**config.mk**
```make
export PLATFORM = sky130hd
export DESIGN_NAME = ucram_loader
export DESIGN_NICKNAME = d
export VERILOG_FILES = /design/src/rtl/ucl_pkg.sv /design/src/rtl/ucl_chunk_ctr.sv /design/src/rtl/ucl_miscount.sv /design/src/rtl/ucram_loader.sv
export SDC_FILE = /design/constraint.sdc
export NUM_CORES = 1
export LEC_CHECK = 0
export BUFFER_PORTS_ARGS = -buffer_cell sky130_fd_sc_hd__buf_2
export CAP_MARGIN = 10
export CORE_MARGIN = 5
export CORE_UTILIZATION = 45
export DETAILED_ROUTE_END_ITERATION = 16
export MAX_ROUTING_LAYER = met4
export PLACE_DENSITY = 0.78
export SYNTH_ARGS = -nofsm -noshare
export SYNTH_HDL_FRONTEND = slang
export SYNTH_HIERARCHICAL = 1
export SYNTH_SLANG_ARGS = --single-unit
```
**constraint.sdc**
```tcl
create_clock -name clk -period 2.4 [get_ports clk]
set_input_delay 0.48 -clock clk [delete_from_list [all_inputs] [get_ports clk]]
set_output_delay 0.48 -clock clk [all_outputs]
set_load 0.05 [all_outputs]
```
**src/rtl/ucl_pkg.sv**
```systemverilog
package ucl_pkg;

   typedef enum logic [3:0] {
      S_IDLE, S_ARB, S_CSET, S_ADRH, S_ADRL, S_FETCH, S_DATA, S_CCLR, S_FIN
   } ucl_state_e;

   // register window indices; neighbours decode these
   localparam logic [2:0] REG_MODE = 3'd0;
   localparam logic [2:0] REG_ADRH = 3'd2;
   localparam logic [2:0] REG_ADRL = 3'd3;
   localparam logic [2:0] REG_PORT = 3'd4;

   localparam logic [7:0] MODE_OFF = 8'd0;
   localparam logic [7:0] MODE_WR  = 8'd1;
   localparam logic [7:0] MODE_RD  = 8'd2;

   localparam int RAM_AW = 16;

endpackage

```
**src/rtl/ucl_chunk_ctr.sv**
```systemverilog
module ucl_chunk_ctr #(
   parameter int LEN_W = 16,
   parameter int CHUNK = 64
) (
   input  logic                 clk,
   input  logic                 rst_n,
   input  logic                 load,
   input  logic [15:0]          base,
   input  logic [LEN_W-1:0]     len,
   input  logic                 step,
   output logic [15:0]          addr,
   output logic                 chunk_end,
   output logic                 drained
);
   localparam int IW = $clog2(CHUNK);
   localparam logic [IW-1:0] IDX_MAX = IW'(CHUNK - 1);

   generate
      if (CHUNK < 2 || CHUNK > 256) begin : g_bad_chunk
         $error("ucl_chunk_ctr: CHUNK must lie in 2..256");
      end
   endgenerate

   logic [15:0]      addr_q;
   logic [LEN_W-1:0] left_q;
   logic [IW-1:0]    idx_q;
   logic             last_all;

   assign last_all  = (left_q == LEN_W'(1));
   assign chunk_end = last_all || (idx_q == IDX_MAX);
   assign drained   = (left_q == '0);
   assign addr      = addr_q;

   always_ff @(posedge clk or negedge rst_n) begin
      if (!rst_n) begin
         addr_q <= '0;
         left_q <= '0;
         idx_q  <= '0;
      end else if (load) begin
         addr_q <= base;
         left_q <= len;
         idx_q  <= '0;
      end else if (step) begin
         addr_q <= addr_q + 16'd1;
         left_q <= left_q - LEN_W'(1);
         idx_q  <= chunk_end ? '0 : idx_q + IW'(1);
      end
   end


   no_overrun_chk: assert property (@(posedge clk) disable iff (!rst_n)
      step |-> !drained);

endmodule

```
**src/rtl/ucl_miscount.sv**
```systemverilog
module ucl_miscount #(
   parameter int CNT_W = 16,
   parameter bit SAT   = 1'b1
) (
   input  logic             clk,
   input  logic             rst_n,
   input  logic             clr,
   input  logic             hit,
   input  logic [7:0]       exp_byte,
   input  logic [7:0]       got_byte,
   output logic [CNT_W-1:0] cnt
);
   localparam logic [CNT_W-1:0] CNT_MAX = '1;

   logic             miss;
   logic [CNT_W-1:0] cnt_q;

   assign miss = hit && (exp_byte != got_byte);
   assign cnt  = cnt_q;

   generate
      if (SAT) begin : g_sat
         always_ff @(posedge clk or negedge rst_n) begin
            if (!rst_n)                       cnt_q <= '0;
            else if (clr)                     cnt_q <= '0;
            else if (miss && cnt_q != CNT_MAX) cnt_q <= cnt_q + CNT_W'(1);
         end

         cnt_mono_chk: assert property (@(posedge clk) disable iff (!rst_n)
            !clr |=> cnt_q >= $past(cnt_q));
      end else begin : g_wrap
         always_ff @(posedge clk or negedge rst_n) begin
            if (!rst_n)    cnt_q <= '0;
            else if (clr)  cnt_q <= '0;
            else if (miss) cnt_q <= cnt_q + CNT_W'(1);
         end
      end
   endgenerate


   clr_zero_chk: assert property (@(posedge clk) disable iff (!rst_n)
      clr |=> cnt_q == '0);

endmodule

```
**src/rtl/ucram_loader.sv**
```systemverilog
module ucram_loader #(
   parameter int LEN_W = 16,
   parameter int CHUNK = 64,
   parameter int CNT_W = 16,
   parameter bit SAT   = 1'b1
) (
   input  logic             clk,
   input  logic             rst_n,
   input  logic             start,
   input  logic             verify,
   input  logic [15:0]      base_addr,
   input  logic [LEN_W-1:0] byte_count,
   input  logic             img_valid,
   input  logic [7:0]       img_byte,
   output logic             img_ready,
   output logic             bus_req,
   input  logic             bus_gnt,
   output logic             txn_valid,
   output logic             txn_rd,
   output logic [2:0]       txn_reg,
   output logic [7:0]       txn_wdata,
   input  logic             txn_done,
   input  logic             txn_err,
   input  logic [7:0]       txn_rdata,
   output logic             done,
   output logic             bus_err,
   output logic [CNT_W-1:0] mism_cnt
);
   import ucl_pkg::*;

   generate
      if (LEN_W < 1 || LEN_W > 24) begin : g_bad_len
         $error("ucram_loader: LEN_W must lie in 1..24");
      end
      if (CNT_W < 1) begin : g_bad_cnt
         $error("ucram_loader: CNT_W must be positive");
      end
   endgenerate

   ucl_state_e  state, nxt;
   logic        mode_q;
   logic [7:0]  byte_q;
   logic        err_q;
   logic [15:0] cur_addr;
   logic        chunk_end, drained;
   logic        accept, fin_ok, step, load;

   assign load   = (state == S_IDLE) && start;
   assign accept = txn_valid && txn_done;
   assign fin_ok = accept && !txn_err;
   assign step   = (state == S_DATA) && fin_ok;

   ucl_chunk_ctr #(.LEN_W(LEN_W), .CHUNK(CHUNK)) u_ctr (
      .clk(clk), .rst_n(rst_n), .load(load), .base(base_addr),
      .len(byte_count), .step(step), .addr(cur_addr),
      .chunk_end(chunk_end), .drained(drained)
   );

   ucl_miscount #(.CNT_W(CNT_W), .SAT(SAT)) u_cmp (
      .clk(clk), .rst_n(rst_n), .clr(load), .hit(step && mode_q),
      .exp_byte(byte_q), .got_byte(txn_rdata), .cnt(mism_cnt)
   );

   always_comb begin
      nxt = state;
      case (state)
         S_IDLE:  if (start) nxt = (byte_count == '0) ? S_FIN : S_ARB;
         S_ARB:   if (bus_gnt) nxt = S_CSET;
         S_CSET:  if (accept) nxt = txn_err ? S_FIN : S_ADRH;
         S_ADRH:  if (accept) nxt = txn_err ? S_FIN : S_ADRL;
         S_ADRL:  if (accept) nxt = txn_err ? S_FIN : S_FETCH;
         S_FETCH: if (img_valid) nxt = S_DATA;
         S_DATA:  if (accept) nxt = txn_err ? S_FIN : (chunk_end ? S_CCLR : S_FETCH);
         S_CCLR:  if (accept) nxt = (txn_err || drained) ? S_FIN : S_CSET;
         S_FIN:   nxt = S_IDLE;
         default: nxt = S_IDLE;
      endcase
   end

   always_ff @(posedge clk or negedge rst_n) begin
      if (!rst_n) begin
         state  <= S_IDLE;
         mode_q <= 1'b0;
         byte_q <= '0;
         err_q  <= 1'b0;
      end else begin
         state <= nxt;
         if (load) begin
            mode_q <= verify;
            err_q  <= 1'b0;
         end
         if (state == S_FETCH && img_valid) byte_q <= img_byte;
         if (accept && txn_err) err_q <= 1'b1;
      end
   end

   always_comb begin
      txn_valid = 1'b1;
      txn_rd    = 1'b0;
      txn_reg   = REG_MODE;
      txn_wdata = MODE_OFF;
      case (state)
         S_CSET: txn_wdata = mode_q ? MODE_RD : MODE_WR;
         S_ADRH: begin txn_reg = REG_ADRH; txn_wdata = cur_addr[15:8]; end
         S_ADRL: begin txn_reg = REG_ADRL; txn_wdata = cur_addr[7:0]; end
         S_DATA: begin
            txn_reg   = REG_PORT;
            txn_rd    = mode_q;
            txn_wdata = mode_q ? 8'h00 : byte_q;
         end
         S_CCLR: txn_wdata = MODE_OFF;
         default: txn_valid = 1'b0;
      endcase
   end

   assign img_ready = (state == S_FETCH);
   assign bus_req   = (state != S_IDLE) && (state != S_FIN);
   assign done      = (state == S_FIN);
   assign bus_err   = err_q;


   access_gnt_chk: assert property (@(posedge clk) disable iff (!rst_n)
      txn_valid |-> bus_gnt);


   txn_hold_chk: assert property (@(posedge clk) disable iff (!rst_n)
      txn_valid && !txn_done |=> txn_valid && $stable(txn_reg) && $stable(txn_wdata));


   abort_chk: assert property (@(posedge clk) disable iff (!rst_n)
      accept && txn_err |=> !txn_valid && done);


   zero_len_chk: assert property (@(posedge clk) disable iff (!rst_n)
      load && byte_count == '0 |=> done && !bus_req);


   req_drop_chk: assert property (@(posedge clk) disable iff (!rst_n)
      done |-> !bus_req && !txn_valid);

endmodule

```
==> metrics.txt <==
Min Clock Period, post-route around 2.3 ns; prevailing post-synth register cell dfrtp_1; mean post-synth cell area about 9 sq um; Syn Inst Count between 400 and 500; CP Data Arrival Time ~1.8 ns; final setup vio count 0; n_diodes 0; Worst R2R Setup Slack around 0.1 ns; CTS tree done; gr ovfl total 0; CTS Buf Count 9; # clock sinks 68; via count ~4000; remaining antenna violation count after routing 0; Fillers between 700 and 800; Switching Share between 40% and 50%; cts hold-fix bufs 0; Starting Density between 40% and 50%; Final Hold Violating Endpoints 0; maximum vdd drop ~0.0009 V; Worst-Skew Late Latency 0.35 ns; port bufs 88; Critical Path Stages 6; number of synthesized flops with an enable pin 0; Clk pwr share 18.6%; Routed WL 11400 um; status finished, final reports clean; Flop pwr share between 30% and 40%; CP Max Fanout 9; CTS clk-pin slew, worst paths about 0.070 ns; GP Congestion ~0.94; first-pass GRT wire length ~18000 um; H-tree levels 3; CP Launch Type flop; die area around 11000 sq um; FP Rows 35; Core Box Area slightly above 9000 sq um; Max Clock Freq around 430 MHz; critical path class flop to output port; IO Pins 89; launch point of the critical path state[3]; pins over their slew limit 0; Comb pwr share approximately 43%; Post-synth ARST share 100%; Worst Hold Class primary input to async pin; vias in the first global route around 3800; Die X around 110 um; sw power between 2000 and 2500 uW; Final Util 58.1%; WL/cell roughly 17 um; Slew headroom 51.4%; fraction of layout cells with a size suffix above 1 35.6%; Vert. Die Dim about 110 um; Buf/Inv on CP 3; post-synthesis register bit count 68; HPWL after detailed placement 8160 um; critical path's largest stage delay 0.47 ns; Total GRT Usage 19.9%; Max Cap Viol 0; Finished Cell Area approximately 5300 sq um; Root Buffer clkbuf_8; Nets between 600 and 700; Worst Setup EP txn_wdata[4]; Internal 2940 uW; Most common cell on crit path buf_4; syn_nets between 500 and 600; Synth Cell Area around 4200 sq um; WHS around 0.16 ns; R2R Path Start state[1]; PwrDens roughly 980 nW/um^2; initial antenna violation count 0; Ys Warns 6; critical path endpoint category output port; Slew @ Worst Pin between 0.7 and 0.8 ns; final period utilization a little over nine tenths; count of different cell masters after synthesis 67; CP Cell Sequence buf_4, nor4_4, buf_6, a22oi_1, nand2_2, buf_4; area delta synth->final 26.5%; critical path's top delay family buffers and inverters; Worst Skew approximately 0.0074 ns; largest net degree at the start of global routing 41; Leakage about 0.0023 uW; Seq/Total Area, Yosys around 40%; vias per cell about 5.8; DRC viols 0; r2r worst-path depth 8; Critical-path top delay cell dfrtp_2; Longest Clk Path Bufs 2; drt initial violations around 320; Critical Path RT approximately 1.9 ns; r2r endpoint u_ctr/addr[14]; Placement Cell Area 4940 sq um; drt pass-1 iters 6
==> timing repair <==
| action | CTS | global route |
|---|---|---|
| pin swaps | 1 | 3 |
| gates resized for setup | 10 | 21 |
| cloned | 0 | 1 |
| endpoints found under the setup margin | 11 | 15 |
| buffers inserted | 2 | 7 |
==> power groups by stage <==
| stage | clock, uW | combinational [uW] | sequential [uW] |
|---|---|---|---|
| after global routing | 1040 | 2440 | 2090 |
| after detailed placement | 0 | 2150 | 2020 |
| after floorplan | 0 | 1670 | 1910 |
| final | 976 | 2240 | 2040 |
| after CTS | 995 | 2200 | 2010 |
| after global placement | 0 | 2100 | 2000 |
==> per-layer routing <==
layer / part of all wire, % / track usage (%) / vias to the layer above / routed length, um
li1: - / - / 1884 / -
met1: 43 / 25.5 / 1920 / 4880
met2: 50 / 32.0 / 162 / 5660
met3: 6.2 / 4.39 / 17 / 701
met4: 1.4 / 5.48 / 0 / 155
met5: 0 / - / - / 0
==> cell usage after synthesis, types with 5 or more instances <==
cell type   n  area [sq um]
o31ai_1    10          75.1
inv_1      16          60.1
a22oi_1     7          52.6
nand2_1    62           233
clkbuf_1    9          33.8
ha_1        5          62.6
nand3_1    22           110
nor3_1      9          45.0
mux2_2     16           180
dfrtp_1    68          1700
nor2b_1     6          37.5
a21oi_1    15          75.1
nor2_1     25          93.8
nand4_1    11          68.8
o21ai_0    22           110
xor2_1     10          87.6
or4_1      10          75.1
o21ai_1    13          65.1
xnor2_1    25           219
nor4_1     14          87.6
==> layout by cell type (no fill, tap or decap), types with 13 or more instances in the layout <==
cell type / netlist / layout
a21oi_1: 15 / 14
buf_2: 3 / 79
buf_4: 3 / 29
dfrtp_1: 68 / 66
inv_1: 16 / 13
mux2_2: 16 / 14
nand2_1: 62 / 55
nand3_1: 22 / 22
nor2_1: 25 / 23
o21ai_0: 22 / 20
o21ai_1: 13 / 14
xnor2_1: 25 / 25
==> metrics by stage <==
step                TNS (ns)  power (uW)  instances  worst slack [ns]
detailed placement         0        4170        655            0.0226
floorplan              -9.64        3580        456            -0.405
global placement           0        4100        655             0.123
global route        -0.00870        5570        681          -0.00652
CTS                        0        5200        673           0.00495
finish                     0        5260        681            0.0863
==> cell type report <==
| cell class | instances | area (sq um) | share of cell area, % |
|---|---|---|---|
| clock buffer | 12 | 155 | 2.90 |
| clock inverter | 4 | 47.5 | 0.890 |
| inverter | 17 | 63.8 | 1.19 |
| multi-input combinational | 353 | 2510 | 47.0 |
| sequential | 68 | 1700 | 31.9 |
| tap | 111 | 139 | 2.60 |
| timing repair buffer | 116 | 721 | 13.5 |
==> flip-flops by register name, indices dropped and copies added (netlist names) <==
name and flops:
byte_q 8, u_cmp/cnt 16, u_ctr/idx_q 6, bus_err 1, u_ctr/addr 16, u_ctr/left_q 16
mode_q 1, state 4
==> worst min-delay path by stage <==
stage / from / to / slack [ns] / cells past startpoint
after floorplan: rst_n / bus_err / 0.18 / 0
after CTS: rst_n / u_cmp/cnt[12] / 0.18 / 2
after detailed placement: bus_err / bus_err / 0.52 / 1
final: rst_n / u_cmp/cnt[2] / 0.16 / 2
after global placement: bus_err / bus_err / 0.52 / 1
after global routing: rst_n / u_cmp/cnt[15] / 0.19 / 2
==> kinds of logic (layout without fill, tap and decap cells) <==
family / after synthesis / count (layout) / synth area share, %
compound gates: 89 / 89 / 13.4
xor+xnor: 35 / 35 / 7.26
fa+ha+maj: 5 / 5 / 1.48
buf+inv: 35 / 149 / 4.12
flops: 68 / 68 / 40.3
mux: 20 / 20 / 5.21
simple gates: 204 / 204 / 28.2
Note: power is estimated with default switching activity, not from simulation.
